File: src/rtl/spi_seq_pkg.sv
package spi_seq_pkg;
    typedef enum logic [2:0] {
        PH_IDLE,
        PH_LEAD,
        PH_SETUP,
        PH_LOW,
        PH_HIGH,
        PH_HOLD,
        PH_GAP
    } phase_e;
endpackage

File: src/rtl/spi_seq_fifo.sv
module spi_seq_fifo #(
    parameter int W     = 16,
    parameter int DEPTH = 4
) (
    input  logic         clk,
    input  logic         rst_n,
    input  logic         push,
    input  logic [W-1:0] wdata,
    input  logic         pop,
    output logic [W-1:0] rdata,
    output logic         full,
    output logic         empty
);
    localparam int AW = (DEPTH > 1) ? $clog2(DEPTH) : 1;
    localparam int CW = $clog2(DEPTH + 1);

    typedef struct packed {
        logic [DEPTH-1:0][W-1:0] mem;
        logic [AW-1:0]           wp;
        logic [AW-1:0]           rp;
        logic [CW-1:0]           cnt;
    } fifo_t;

    fifo_t q, d;
    logic do_push, do_pop;

    always_comb begin
        d       = q;
        full    = (q.cnt == CW'(DEPTH));
        empty   = (q.cnt == '0);
        do_push = push && !full;
        do_pop  = pop && !empty;
        rdata   = q.mem[q.rp];
        if (do_push) begin
            d.mem[q.wp] = wdata;
            d.wp = (q.wp == AW'(DEPTH - 1)) ? '0 : q.wp + 1'b1;
        end
        if (do_pop) begin
            d.rp = (q.rp == AW'(DEPTH - 1)) ? '0 : q.rp + 1'b1;
        end
        if (do_push && !do_pop) begin
            d.cnt = q.cnt + 1'b1;
        end else if (do_pop && !do_push) begin
            d.cnt = q.cnt - 1'b1;
        end
    end

    always_ff @(posedge clk or negedge rst_n) begin
        if (!rst_n) begin
            q <= '0;
        end else begin
            q <= d;
        end
    end


    fill_bound_chk: assert property (@(posedge clk) disable iff (!rst_n)
        q.cnt <= CW'(DEPTH));
endmodule

File: src/rtl/spi_seq_halftick.sv
module spi_seq_halftick #(
    parameter int PRE_W = 8
) (
    input  logic             clk,
    input  logic             rst_n,
    input  logic             run,
    input  logic [PRE_W-1:0] limit,
    output logic             tick
);
    logic [PRE_W-1:0] cnt_q, cnt_d;

    always_comb begin
        tick  = run && (cnt_q == limit);
        cnt_d = cnt_q;
        if (!run || tick) begin
            cnt_d = '0;
        end else begin
            cnt_d = cnt_q + 1'b1;
        end
    end

    always_ff @(posedge clk or negedge rst_n) begin
        if (!rst_n) begin
            cnt_q <= '0;
        end else begin
            cnt_q <= cnt_d;
        end
    end


    count_idle_chk: assert property (@(posedge clk) disable iff (!rst_n)
        !run |=> cnt_q == '0);
endmodule

File: src/rtl/spi_seq_engine.sv
module spi_seq_engine
    import spi_seq_pkg::*;
#(
    parameter int MAX_W = 16,
    parameter int MIN_W = 4,
    parameter int PRE_W = 8,
    parameter int LEN_W = 5
) (
    input  logic             clk,
    input  logic             rst_n,
    input  logic             enable,
    input  logic [PRE_W-1:0] prescale,
    input  logic [LEN_W-1:0] word_len,
    input  logic             tx_empty,
    input  logic [MAX_W-1:0] tx_head,
    output logic             tx_pop,
    output logic             rx_push,
    output logic [MAX_W-1:0] rx_word,
    input  logic             tick,
    output logic             run,
    output logic [PRE_W-1:0] half_lim,
    input  logic             miso,
    output logic             sck,
    output logic             sel_n,
    output logic             mosi,
    output logic             mosi_oe,
    output logic             busy
);
    localparam int IDX_W = $clog2(MAX_W);

    typedef struct packed {
        phase_e           ph;
        logic             sck;
        logic             sel;
        logic             oe;
        logic             mosi;
        logic [MAX_W-1:0] tx;
        logic [MAX_W-1:0] rx;
        logic [LEN_W-1:0] len;
        logic [LEN_W-1:0] cnt;
        logic [PRE_W-1:0] pre;
        logic             more;
    } eng_t;

    eng_t q, d;
    logic [LEN_W-1:0] eff_len;
    logic [LEN_W-1:0] idx_full;
    logic [IDX_W-1:0] idx;
    logic             can_start;

    always_comb begin
        if (word_len < LEN_W'(MIN_W)) begin
            eff_len = LEN_W'(MIN_W);
        end else if (word_len > LEN_W'(MAX_W)) begin
            eff_len = LEN_W'(MAX_W);
        end else begin
            eff_len = word_len;
        end
        idx_full  = q.len - 1'b1 - q.cnt;
        idx       = idx_full[IDX_W-1:0];
        can_start = enable && !tx_empty;

        d       = q;
        tx_pop  = 1'b0;
        rx_push = 1'b0;

        case (q.ph)
            PH_IDLE: begin
                if (can_start) begin
                    tx_pop = 1'b1;
                    d.ph   = PH_LEAD;
                    d.sel  = 1'b0;
                    d.oe   = 1'b1;
                    d.mosi = 1'b0;
                    d.tx   = tx_head;
                    d.rx   = '0;
                    d.cnt  = '0;
                    d.len  = eff_len;
                    d.pre  = prescale;
                end
            end
            PH_LEAD: begin
                if (tick) begin
                    d.ph   = PH_SETUP;
                    d.mosi = q.tx[idx];
                end
            end
            PH_SETUP, PH_HIGH: begin
                if (tick) begin
                    d.ph  = PH_LOW;
                    d.sck = 1'b0;
                    d.rx  = {q.rx[MAX_W-2:0], miso};
                    d.cnt = q.cnt + 1'b1;
                end
            end
            PH_LOW: begin
                if (tick) begin
                    d.sck = 1'b1;
                    if (q.cnt == q.len) begin
                        d.ph    = PH_HOLD;
                        rx_push = 1'b1;
                    end else begin
                        d.ph   = PH_HIGH;
                        d.mosi = q.tx[idx];
                    end
                end
            end
            PH_HOLD: begin
                if (tick) begin
                    d.ph   = PH_GAP;
                    d.sel  = 1'b1;
                    d.oe   = 1'b0;
                    d.more = can_start;
                end
            end
            PH_GAP: begin
                if (tick) begin
                    if (can_start) begin
                        tx_pop = 1'b1;
                        d.ph   = PH_LEAD;
                        d.sel  = 1'b0;
                        d.oe   = 1'b1;
                        d.mosi = 1'b0;
                        d.tx   = tx_head;
                        d.rx   = '0;
                        d.cnt  = '0;
                    end else begin
                        d.ph = PH_IDLE;
                    end
                end
            end
            default: d.ph = PH_IDLE;
        endcase
    end

    always_ff @(posedge clk or negedge rst_n) begin
        if (!rst_n) begin
            q      <= '0;
            q.ph   <= PH_IDLE;
            q.sck  <= 1'b1;
            q.sel  <= 1'b1;
            q.len  <= LEN_W'(MIN_W);
        end else begin
            q <= d;
        end
    end

    assign run      = (q.ph != PH_IDLE);
    assign half_lim = q.pre;
    assign rx_word  = q.rx;
    assign sck      = q.sck;
    assign sel_n    = q.sel;
    assign mosi     = q.mosi;
    assign mosi_oe  = q.oe;
    assign busy     = (q.ph != PH_IDLE) && !((q.ph == PH_GAP) && !q.more);


    idle_pins_chk: assert property (@(posedge clk) disable iff (!rst_n)
        (q.ph == PH_IDLE) |-> (q.sck && q.sel && !q.oe));

    mosi_high_only_chk: assert property (@(posedge clk) disable iff (!rst_n)
        !$stable(q.mosi) |-> q.sck);

    fall_under_sel_chk: assert property (@(posedge clk) disable iff (!rst_n)
        $fell(q.sck) |-> !q.sel);

    release_high_chk: assert property (@(posedge clk) disable iff (!rst_n)
        $rose(q.sel) |-> (q.sck && $past(q.sck)));

    len_range_chk: assert property (@(posedge clk) disable iff (!rst_n)
        (q.ph != PH_IDLE) |-> (q.len >= LEN_W'(MIN_W) && q.len <= LEN_W'(MAX_W)));

    pre_frozen_chk: assert property (@(posedge clk) disable iff (!rst_n)
        ((q.ph != PH_IDLE) && ($past(q.ph) != PH_IDLE)) |-> $stable(q.pre));
endmodule

File: src/rtl/spi_frame_seq.sv
module spi_frame_seq #(
    parameter int MAX_W    = 16,
    parameter int MIN_W    = 4,
    parameter int PRE_W    = 8,
    parameter int TX_DEPTH = 4,
    parameter int RX_DEPTH = 8,
    parameter int LEN_W    = $clog2(MAX_W + 1)
) (
    input  logic             clk,
    input  logic             rst_n,
    input  logic             enable,
    input  logic [PRE_W-1:0] prescale,
    input  logic [LEN_W-1:0] word_len,
    input  logic             tx_push,
    input  logic [MAX_W-1:0] tx_data,
    output logic             tx_full,
    input  logic             rx_pop,
    output logic [MAX_W-1:0] rx_data,
    output logic             rx_empty,
    output logic             overrun,
    output logic             busy,
    output logic             sck,
    output logic             sel_n,
    output logic             mosi,
    output logic             mosi_oe,
    input  logic             miso
);
    logic             tx_empty, tx_pop;
    logic [MAX_W-1:0] tx_head;
    logic             rx_push, rx_full;
    logic [MAX_W-1:0] rx_word;
    logic             run, tick;
    logic [PRE_W-1:0] half_lim;
    logic             ovr_q, ovr_d;

    spi_seq_fifo #(.W(MAX_W), .DEPTH(TX_DEPTH)) u_txq (
        .clk(clk), .rst_n(rst_n), .push(tx_push), .wdata(tx_data),
        .pop(tx_pop), .rdata(tx_head), .full(tx_full), .empty(tx_empty)
    );

    spi_seq_fifo #(.W(MAX_W), .DEPTH(RX_DEPTH)) u_rxq (
        .clk(clk), .rst_n(rst_n), .push(rx_push), .wdata(rx_word),
        .pop(rx_pop), .rdata(rx_data), .full(rx_full), .empty(rx_empty)
    );

    spi_seq_halftick #(.PRE_W(PRE_W)) u_tick (
        .clk(clk), .rst_n(rst_n), .run(run), .limit(half_lim), .tick(tick)
    );

    spi_seq_engine #(.MAX_W(MAX_W), .MIN_W(MIN_W), .PRE_W(PRE_W), .LEN_W(LEN_W)) u_eng (
        .clk(clk), .rst_n(rst_n), .enable(enable), .prescale(prescale),
        .word_len(word_len), .tx_empty(tx_empty), .tx_head(tx_head),
        .tx_pop(tx_pop), .rx_push(rx_push), .rx_word(rx_word), .tick(tick),
        .run(run), .half_lim(half_lim), .miso(miso), .sck(sck), .sel_n(sel_n),
        .mosi(mosi), .mosi_oe(mosi_oe), .busy(busy)
    );

    always_comb begin
        ovr_d = ovr_q | (rx_push & rx_full);
    end

    always_ff @(posedge clk or negedge rst_n) begin
        if (!rst_n) begin
            ovr_q <= 1'b0;
        end else begin
            ovr_q <= ovr_d;
        end
    end

    assign overrun = ovr_q;


    overrun_sticky_chk: assert property (@(posedge clk) disable iff (!rst_n)
        ovr_q |=> ovr_q);
endmodule

File: config.mk
export PLATFORM = sky130hd
export DESIGN_NAME = spi_frame_seq
export DESIGN_NICKNAME = d
export VERILOG_FILES = /design/src/rtl/spi_seq_pkg.sv /design/src/rtl/spi_seq_fifo.sv /design/src/rtl/spi_seq_halftick.sv /design/src/rtl/spi_seq_engine.sv /design/src/rtl/spi_frame_seq.sv
export SDC_FILE = /design/constraint.sdc
export NUM_CORES = 1
export LEC_CHECK = 0
export ABC_AREA = 1
export BUFFER_PORTS_ARGS = -buffer_cell sky130_fd_sc_hd__buf_2
export CORE_MARGIN = 1.5
export CORE_UTILIZATION = 40
export CTS_BUF_LIST = sky130_fd_sc_hd__clkbuf_8 sky130_fd_sc_hd__clkbuf_16
export CTS_CLUSTER_DIAMETER = 200
export CTS_CLUSTER_SIZE = 16
export DETAILED_ROUTE_END_ITERATION = 8
export SYNTH_ARGS = -nofsm -noshare
export SYNTH_HDL_FRONTEND = slang
export SYNTH_SLANG_ARGS = --single-unit
File: constraint.sdc
create_clock -name clk -period 5.6 [get_ports clk]
set_input_delay 0.56 -clock clk [delete_from_list [all_inputs] [get_ports clk]]
set_output_delay 0.56 -clock clk [all_outputs]
set_load 0.005 [all_outputs]
## Word-level counts from Yosys, hierarchy flattened

Cells that the tools add are included.

- Bits in registers: 276
- Bits of input ports: 35
- Output and inout bits: 24
- Word-level logic and storage cells: 177

- Add/sub/neg operators: 12
- Magnitude comparators: 9
- Eq/ne operators: 22
- Mux-type cells: 55
- Bitwise operators: 2
- Reductions and logical operators: 46

Operators with widths:

| kind | count |
|---|---|
| $bwmux 128 | 1 |
| $mux 16 | 5 |
| $mux 35 | 2 |
| $bwmux 64 | 1 |
| $mux 53 | 1 |
| $bmux 16 s3 | 1 |
| $demux 16 s3 | 1 |
| $pmux 16 s3 | 1 |
| $bmux 16 s2 | 1 |
| $demux 16 s2 | 1 |
| $pmux 16 s2 | 1 |
| $mux 5 | 5 |
| $mux 3 | 8 |
| $eq 3x3->1 const B | 6 |
| $pmux 3 s6 | 1 |
| $mux 4 | 4 |
| $pmux 5 s3 | 1 |
| $logic_and 1x1->1 | 14 |
| $ne 2x2->1 const B | 6 |
| $logic_not 1->1 | 11 |
| $mux 1 | 11 |
| $reduce_and 5->1 | 2 |
| $add 3x1->3 const B | 3 |
| $reduce_bool 3->1 | 3 |
| other kinds (40) | 55 |

## Depth between registers and ports, before layout

- Depth after elaboration: 10
- Mapped depth: 17
- Mapped depth without buffers: 17

## By module

A second synthesis with hierarchy kept.

- Cells, all modules: 2,005
- Area, all modules: 14,989.4 µm²

By module, submodules not included:

| module | instances | cells each | area an instance (µm²) | seq. area each (µm²) |
|---|---|---|---|---|
| spi_seq_fifo (u_rxq) | 1 | 1,095 | 7,766.2 | 3,453.3 |
| spi_seq_fifo (u_txq) | 1 | 459 | 3,633.5 | 1,776.7 |
| spi_seq_engine | 1 | 376 | 3,039.2 | 1,455.1 |
| spi_seq_halftick | 1 | 71 | 514.2 | 200.2 |
| spi_frame_seq | 1 | 4 | 36.3 | 25.0 |

## Least setup slack after synthesis

No wires, ideal clock.

- Path type: flip-flop to flip-flop
- Start point: reg u_eng.q[9] (netlist bit)
- End point: reg u_rxq.q[3] (netlist bit)
- Setup time: 125 ps
- Arrival: 2,672 ps
- Data required time: 5,475 ps
- Slack: 2,802 ps
- Cell stages (with the launch flop): 18
- Buffers on the path: 0
- Period minus slack after synthesis: 2,798 ps
- Path through: dfrtp_1 > inv_1 > ha_1 > inv_1 > nor2_1 > nand2_2 > nor2_8 > nand4_4 > inv_1 > ha_1 > inv_1 > ha_1 > a21o_1 > a21oi_1 > nand2_1 > nand2_1 > nor2_1 > xor2_1

- Cells in the longest elaborated chain, start to end: 8
- Elaborated cells on any way between the ends: 10
- Classes of those cells: eq/ne (1); mux (4); reduce/logical (5)

RTL lines:

| item | RTL line | RTL |
|---|---|---|
| from (decl) | spi_seq_engine.sv:45 | `eng_t q, d;` |
| $eq 5x5->1 * | spi_seq_engine.sv:99 | `if (q.cnt == q.len) begin` |
| $mux 1 * | spi_seq_engine.sv:99 |  |
| $mux 1 * | spi_seq_engine.sv:97 | `if (tick) begin` |
| $mux 1 * | spi_seq_engine.sv:67 | `case (q.ph)` |
| $logic_and 1x1->1 * | spi_seq_fifo.sv:31 | `do_push = push && !full;` |
| net u_rxq.do_push | spi_seq_fifo.sv:25 | `logic do_push, do_pop;` |
| $logic_not 1->1 | spi_seq_fifo.sv:43 | `end else if (do_pop && !do_push) begin` |
| $logic_and 1x1->1 | spi_seq_fifo.sv:43 |  |
| $reduce_bool 2->1 (no source line) | n/a |  |
| to (decl) | spi_seq_fifo.sv:24 | `fifo_t q, d;` |

The timed path passes the listed nets; every way through them passes the cells marked *.
A chain may end at the register's enable or synchronous reset.

## Worst setup path after layout

- Start point: reg u_rxq.q[4] (netlist bit)
- End point: out rx_data[15]

- Cells in the longest elaborated chain, start to end: 2

RTL lines:

| item | RTL line | RTL |
|---|---|---|
| $bmux 16 s3 | spi_seq_fifo.sv:33 | `rdata = q.mem[q.rp];` |
| $mux 16 (not written as such) | spi_seq_fifo.sv:33 |  |
| to (decl) | spi_frame_seq.sv:18 | `output logic [MAX_W-1:0] rx_data,` |

No other way between the ends. The select of a mux whose other input is x is not followed.

==> metrics.cfg <==
[sta]
slew_violations=0
finalClockSkew_ps=27.1
finalSetupViolations=0
fmax_ghz=0.299
fin_crit_ps=3340
layout_setup_ws_ps=2260
layout_worst_path_cycle_share=0.597
hold_violations=0
tightestPinTransition_ps=1230
timing.slew.headroom=0.177
holdWs_ps=3.46
grt_setup_unrepaired=false
setup_tns_ps=0

[global_route]
track_usage=0.195
antenna_found_initial=0
grt_pass1_vias=10839
grt_pass1_wl_um=56900
grt_remaining_overflow=0
grt_max_degree=100

[cts]
post-cts-setup-buffers=0
cts_buffer_depth=3
tritoncts=done
clk_pin_slew_ps=70
hold_buffers=0
post_cts_resized=0
cts_buffers=21
clkLatencyLatePin_ps=520
cts_sinks=276
htreeDepth=1
clockRootBuffer=clkbuf_16

[worst_setup_path]
critPathRequiredTime_ps=5040
r2r-start=u_eng.q[9]
critPathSlowestCell=inv_1
cp_slowest_stage_delay_ps=590
path_max_fanout=43
worstRegToRegCells=17
cp_data_arrival_time_ps=2780
crit_path_start_kind=flop
cp-startpoint=u_rxq.q[4]
crit_path_end_kind=primary output
ff2ff_setup_slack_ps=2270
r2r_end=u_rxq.q[3]
crit_chain=inv_1 -> buf_4 -> o21ai_0 -> o22ai_1 -> nor2_1 -> a31oi_1 -> buf_2
critPathKind=reg -> out
cp_top_family=buffers and inverters
crit_buf_inv=3

[detailed_routing]
vias=11125
avgViaCountPerCell=5.18
final_antenna_net_count=0
wire_per_inst_um=15.8
drc=0
drt-pass1-iter-count=6
finalWirelength_um=33900
drt_iter0_drc=856

[power]
p_sw_frac=0.408
p_clk_frac=0.207
p_per_area_nw_per_um2=458
ir_drop_mv=0.312
p_switching_mw=2.74
p_leak_nw=7.49
p_seq_frac=0.403
p_comb_frac=0.390
intPower_mw=3.99

[final_layout]
final_area_um2=14700
synthToLayoutAreaGrowth_pct=7.03
final_net_count=1750
fin_cells=2148
fillers=3465
drive_gt1_frac=0.0829
n_antenna_cell=0

[synthesis]
synth_common_cells=nand2_1 (467), dfrtp_1 (273), nor2_1 (223)
mappedNetlistNets=1764
ys_ff_latch=276
yosysUniqueCellTypes=37
synth.most_common_cell=nand2_1
ys.flop_type=dfrtp_1
netlist.area_leader.share=0.498
synth_warnings=0
synth_edf_count=0
yosysTopAreaCell=dfrtp_1
ys_top_cells_by_area=dfrtp_1 (50%), nand2_1 (13%), o21ai_0 (7.2%)
synthArstFlopShare=1.00
syn_area_um2=13700
ys_seq_area_frac=0.504
synth_area_per_cell_um2=8.04
synthCells=1708

[floorplanning]
start_util=0.408
core_um2=33600
pin_count=59
dieArea_um2=35400
die_h_um=188
die_x_um=188
rows=67

[min_path]
hold_path_class=in -> async

[job]
maxCapViolCount=0

[placement]
port_buffers=58
place_area_um2=14100
dp_cells=2119
gp_congestion=0.846
dp_hpwl_um=20500
place_ws_ps=2290

[status]
outcome=finished clean

worst register-to-register path, cell delays in order, from the launching register on:
cell	delay, ps
dfrtp_1	420
inv_1	70
ha_1	490
inv_1	170
nor2_1	160
nand2_2	100
nor2_8	170
nand4_4	220
inv_1	200
ha_1	220
inv_1	90
ha_1	290
a21o_1	180
a21oi_1	160
nand2_1	70
nand2_1	60
nor2_1	40
xor2_1	130
flip-flops by register name, indices dropped and copies added, names as in the netlist:
| signal | count |
|---|---|
| u_eng.rx_word | 16 |
| u_eng.sel_n | 1 |
| u_eng.mosi | 1 |
| u_eng.mosi_oe | 1 |
| u_tick.cnt_q | 8 |
| u_eng.q | 30 |
| u_eng.half_lim | 8 |
| u_eng.sck | 1 |
| u_txq.q | 71 |
| u_rxq.q | 138 |
| overrun | 1 |
placed cells by master (no fill, tap or decap), types with 4 or more instances in the layout:
cell type,count
buf_2,57
nor3_1,7
nor2_2,4
dfrtp_1,272
a31oi_1,17
clkbuf_16,21
a21oi_1,28
xor2_1,7
xnor2_1,9
nand4_4,9
nand3_1,146
nor2_1,220
o22ai_1,32
nor2_8,4
nand2_1,467
inv_2,9
ha_1,18
buf_4,13
inv_1,107
nand4_1,21
o21ai_0,197
nand2_2,9
cell families after synthesis:
logic type,Yosys count,synth area share
xor+xnor,16,0.0102
fa+ha+maj,21,0.0208
simple gates,895,0.284
mux,1,0.000820
flops,276,0.504
compound gates,279,0.107
buf+inv,220,0.0736
how the worst max path moves through the flow:
stage                             end  cells past startpoint
final                     rx_data[15]                      7
after global routing       u_rxq.q[3]                     16
after CTS                  u_rxq.q[3]                     17
after detailed placement   u_rxq.q[3]                     17
after global placement     u_rxq.q[3]                     17
after floorplan            u_rxq.q[3]                     17
metrics by stage:
stage                     utilization  power [mW]
after floorplan                     -        4.62
after global placement          0.420        5.35
after detailed placement        0.420        5.39
after CTS                       0.437        6.80
after global routing            0.437        7.32
final                           0.437        6.73
per-layer routing:
metal | track usage | vias up | share of wire
met4 | 0.0418 | 0 | 0.015
met5 | 0 | - | 0
met3 | 0.0298 | 39 | 0.057
li1 | - | 5490 | -
met2 | 0.312 | 293 | 0.45
met1 | 0.280 | 5303 | 0.48
cell type report:
type / instances / area (um^2) / share of cell area
Tap cell: 448 / 561 / 0.0382
Clock buffer: 21 / 526 / 0.0358
Clock inverter: 8 / 42.5 / 0.00290
Timing Repair Buffer: 72 / 418 / 0.0284
Inverter: 111 / 419 / 0.0285
Sequential cell: 276 / 6910 / 0.471
Multi-Input combinational cell: 1212 / 5810 / 0.396
power by group through the flow:
stage	combinational [mW]	clock (mW)	sequential [mW]
4_1_cts	2.65	1.44	2.71
2_1_floorplan	1.98	0	2.65
3_3_place_gp	2.61	0	2.74
5_1_grt	3.03	1.51	2.77
6_report	2.63	1.39	2.71
3_5_place_dp	2.64	0	2.75
No activity file was read; power rests on OpenSTA's default activity.
